<file path="src/rtl/dma_prio_arb.sv">
module dma_prio_arb #(
  parameter int NCH = 32,
  localparam int IW = (NCH > 1) ? $clog2(NCH) : 1
) (
  input  logic           clk,
  input  logic           rst_n,
  input  logic [NCH-1:0] chan_req,
  input  logic           xfer_bnd,
  input  logic           prio_set_we,
  input  logic [NCH-1:0] prio_set_mask,
  input  logic           prio_clr_we,
  input  logic [NCH-1:0] prio_clr_mask,
  output logic [NCH-1:0] gnt,
  output logic [IW-1:0]  gnt_idx,
  output logic           gnt_vld
);

  logic [NCH-1:0] prio_q;
  logic [NCH-1:0] hi_req, pool, pick;
  logic [IW-1:0]  pick_idx;
  logic           upd;

  wire [NCH-1:0] set_v = prio_set_we ? prio_set_mask : '0;
  wire [NCH-1:0] clr_v = prio_clr_we ? prio_clr_mask : '0;

  always_ff @(posedge clk) begin
    if (!rst_n) prio_q <= '0;
    else        prio_q <= (prio_q & ~clr_v) | set_v;
  end

  assign hi_req = chan_req & prio_q;
  assign pool   = (|hi_req) ? hi_req : chan_req;
  assign pick   = pool & (~pool + 1'b1);
  assign upd    = !gnt_vld || xfer_bnd;

  always_comb begin
    pick_idx = '0;
    for (int i = 0; i < NCH; i++)
      if (pick[i]) pick_idx = pick_idx | IW'(i);
  end

  always_ff @(posedge clk) begin
    if (!rst_n) begin
      gnt     <= '0;
      gnt_idx <= '0;
      gnt_vld <= 1'b0;
    end else if (upd) begin
      gnt     <= pick;
      gnt_idx <= pick_idx;
      gnt_vld <= |chan_req;
    end
  end

  p_onehot_r5: assert property (@(posedge clk) disable iff (!rst_n)
    $onehot0(gnt));
  p_vld_r5: assert property (@(posedge clk) disable iff (!rst_n)
    gnt_vld == (gnt != '0));
  p_idx_r5: assert property (@(posedge clk) disable iff (!rst_n)
    gnt_vld |-> gnt[gnt_idx]);
  p_hold_r6: assert property (@(posedge clk) disable iff (!rst_n)
    (gnt_vld && !xfer_bnd) |=> ($stable(gnt) && $stable(gnt_idx) && gnt_vld));
  p_tier_r2: assert property (@(posedge clk) disable iff (!rst_n)
    (upd && (hi_req != '0)) |=> ((gnt & $past(prio_q)) != '0));
  p_low_r3: assert property (@(posedge clk) disable iff (!rst_n)
    (upd && (chan_req != '0)) |=> (((gnt - 1'b1) & $past(pool)) == '0));
  p_idle_r4: assert property (@(posedge clk) disable iff (!rst_n)
    (upd && (chan_req == '0)) |=> (!gnt_vld && gnt_idx == '0));
  p_set_r8: assert property (@(posedge clk) disable iff (!rst_n)
    prio_set_we |=> ((prio_q & $past(prio_set_mask)) == $past(prio_set_mask)));
  p_clr_r8: assert property (@(posedge clk) disable iff (!rst_n)
    (prio_clr_we && !prio_set_we) |=> ((prio_q & $past(prio_clr_mask)) == '0));

endmodule

</file>
<file path="config.mk">
export PLATFORM = sky130hd
export DESIGN_NAME = dma_prio_arb
export DESIGN_NICKNAME = d
export VERILOG_FILES = /design/src/rtl/dma_prio_arb.sv
export SDC_FILE = /design/constraint.sdc
export NUM_CORES = 1
export LEC_CHECK = 0
export ABC_AREA = 1
export BUFFER_PORTS_ARGS = -buffer_cell sky130_fd_sc_hd__buf_4
export CAP_MARGIN = 10
export CORE_MARGIN = 2
export CORE_UTILIZATION = 45
export CTS_CLUSTER_DIAMETER = 150
export DETAILED_ROUTE_END_ITERATION = 10
export GPL_TIMING_DRIVEN = 0
export PLACE_DENSITY = 0.73
export SETUP_SLACK_MARGIN = 0.15
export SLEW_MARGIN = 20
export SYNTH_ARGS = -nofsm -noshare
export SYNTH_HDL_FRONTEND = slang
export SYNTH_SLANG_ARGS = --single-unit
</file>
<file path="constraint.sdc">
create_clock -name clk -period 5.5 [get_ports clk]
set_clock_uncertainty 0.05 [all_clocks]
set_input_delay 0.55 -clock clk [delete_from_list [all_inputs] [get_ports clk]]
set_output_delay 0.55 -clock clk [all_outputs]
set_load 0.01 [all_outputs]
</file>
==> flow_summary.yaml <==
timing:
  setup_viol: 0
  finalHoldViolations: 0
  slew_headroom_pct: 67.0
  fin_crit_ns: 2.57
  min_period_over_period_pct: 46.6
  max_freq_ghz: 0.390
  rsz0062_at_grt: "no"
  tns_ns: 0
  drv_slew: 0
  tightestPinTransition_ns: 0.496
  hold-worst-slack_ns: 0.401
routing:
  post_drt_wl_per_cell_um: 14.0
  first_pass_iters: 5
  drc_errors: 0
  via_per_inst: 5.29
  ant_nets: 0
  vias: 4864
  wl_um: 12900
  drt_iter0_markers: 228
setup_path:
  crit_start: "prio_q[26]"
  slowest_stage: "dfxtp_1"
  critPathMaxFanout: 10
  cp_top_family: "simple AND/OR/NAND/NOR gates"
  crit_end: "gnt_idx[4]"
  worst-path-stages: 17
  critical_path.max_stage_delay_ns: 0.33
  cp.buffers_inverters: 1
  worstPathRequired_ns: 5.70
  reg2reg_depth: 17
  r2r_slack_ns: 2.93
  reg2reg_from: "prio_q[26]"
  crit_type: "flop to flop"
  crit_chain: "nand2_1, nand2_1, nor2_1, nand2_1, nor2_2, buf_6, nand2_1, o21ai_1, nor2_1, nand2_1, nor2_1, nand4_1, nand2_1, nor2_1, nand2_1, nor2_1, nor2_1"
  end_kind: "flop"
  crit_top_cell: "nand2_1"
  cp_data_arrival_time_ns: 2.76
  worstSetupStartpointType: "flop"
  r2r-end: "gnt_idx[4]"
global_route:
  grt_pass1_wl_um: 21300
  grt_pass1_vias: 4709
  track_usage_pct: 26.4
  use_met3_pct: 4.50
  use_met1_pct: 33.0
  antenna_found_initial: 0
  grt_max_degree: 13
  overflow: 0
  grt.busiest_layer: "met2"
  grt_use_met2_pct: 45.3
yosys:
  mappedNetlistArea_um2: 4070
  ys_seq_area_share_pct: 34.4
  synthCells: 659
  synth_nets: 760
  syn_area_per_cell_um2: 6.18
  ys_warn_count: 0
  ys.flop_type: "dfxtp_1"
  synth-edff-count: 0
  synth_cell_types: 28
  ys_seq_elements: 70
  async_reset_ff_share_pct: 0
placement:
  place_congestion: 0.973
  placed_cells: 904
  place_hpwl_um: 10500
  io_buffers: 137
power_and_ir_drop:
  powerDensity_nw_per_um2: 256
  ir_drop_mv: 0.106
  power.total_mw: 1.39
  p_leak_nw: 2.74
min_path:
  hold_class: "input port to flop"
  worstHoldPathCells: 4
floorplan:
  initial_core_util_pct: 46.5
  coreArea_um2: 8760
  ios: 139
  die-area_um2: 9830
  die_w_um: 99.1
  fp.dieH_um: 99.1
  rows: 34
finish:
  stdcell_count: 920
  drive_above_1_share_pct: 23.3
  layout.nets: 908
  final_common_cell: "nand2_1"
  final_cell_mix: "nand2_1 (226), buf_4 (139), nor2_1 (90), dfxtp_1 (70), a21oi_1 (63)"
  synthToLayoutAreaGrowth_pct: 33.1
  fillers: 857
  diodes: 0
clocking:
  htreeDepth: 3
  clock_sinks: 70
  cts-buffers-inserted: 9
  insertion_delay_ns: 0.35
  cts_resized: 0
  postCtsSetupBuffers: 0
  cts_root_buf: "clkbuf_8"
  clockBufferDepth: 2
  clk_pin_slew_ns: 0.08
  cts_tree: "built"
  cts_hold_repair.buffers: 0
status:
  status: "complete, no violations"
run:
  maxCapViolations: 0
how the worst min path moves through the flow:
| stage | from | end | slack, ns |
|---|---|---|---|
| 3_5_place_dp | prio_q[30] | prio_q[30] | 0.40 |
| 4_1_cts | prio_clr_mask[28] | prio_q[28] | 0.39 |
| 2_1_floorplan | prio_q[0] | prio_q[0] | 0.39 |
| 6_report | prio_clr_mask[28] | prio_q[28] | 0.40 |
| 3_3_place_gp | prio_q[7] | prio_q[7] | 0.40 |
| 5_1_grt | prio_set_mask[13] | prio_q[13] | 0.40 |
kinds of logic (layout without fill, tap and decap cells):
kind of cell	count (synthesis)	in the layout	synth area share (%)
AOI/OAI and AO/OA	103	103	12.9
and+or+nand+nor	430	430	46.8
buffers and inverters	56	209	5.93
DFF	70	70	34.4
report_power, final:
group | leakage (nW) | switching (mW) | internal [mW]
clock network | 0.0930 | 0.205 | 0.190
logic | 2.07 | 0.265 | 0.171
registers | 0.575 | 0.0173 | 0.538
total | 2.74 | 0.486 | 0.900
per-stage QoR:
stage,area (um2),utilization (%),setup slack (ns)
finish,5420,61.9,2.93
global route,5420,61.9,2.65
CTS,5420,61.9,2.99
detailed placement,5240,59.8,2.65
global placement,5240,59.8,2.66
floorplan,4070,-,3.29
metal layers:
metal / vias up / wire (um)
li1: 2455 / -
met1: 2211 / 5850
met2: 170 / 6000
met3: 28 / 692
met4: 0 / 370
met5: - / 0
worst min-delay path, delay by kind of cell:
family	cells	cell delay, ns
and+or+nand+nor	2	0.09
buffers and inverters	1	0.08
AOI/OAI and AO/OA	1	0.05
cells in the mapped netlist (all sizes together), types with 4 or more instances:
master / number / area, um2
a21oi: 63 / 315
buf: 6 / 53.8
clkbuf: 19 / 71.3
dfxtp: 70 / 1400
inv: 29 / 109
nand2: 235 / 910
nand3: 63 / 335
nand4: 11 / 68.8
nor2: 107 / 505
nor3: 4 / 20.0
nor4: 6 / 37.5
o21ai: 38 / 194
area by class of cell:
type                            count  area, um2  share of cell area, %
Timing Repair Buffer              137       1030                   19.0
Tap cell                          108        135                   2.49
Multi-Input combinational cell    533       2430                   44.8
Sequential cell                    70       1400                   25.8
Clock inverter                      4       30.0                  0.554
Inverter                           31        116                   2.15
Buffer                             25        125                   2.31
Clock buffer                       12        155                   2.86
state kept, by name (all words and copies together), names as in the netlist:
signal   cells
gnt         32
prio_q      32
gnt_idx      5
gnt_vld      1
No activity file was read; power rests on OpenSTA's default activity.
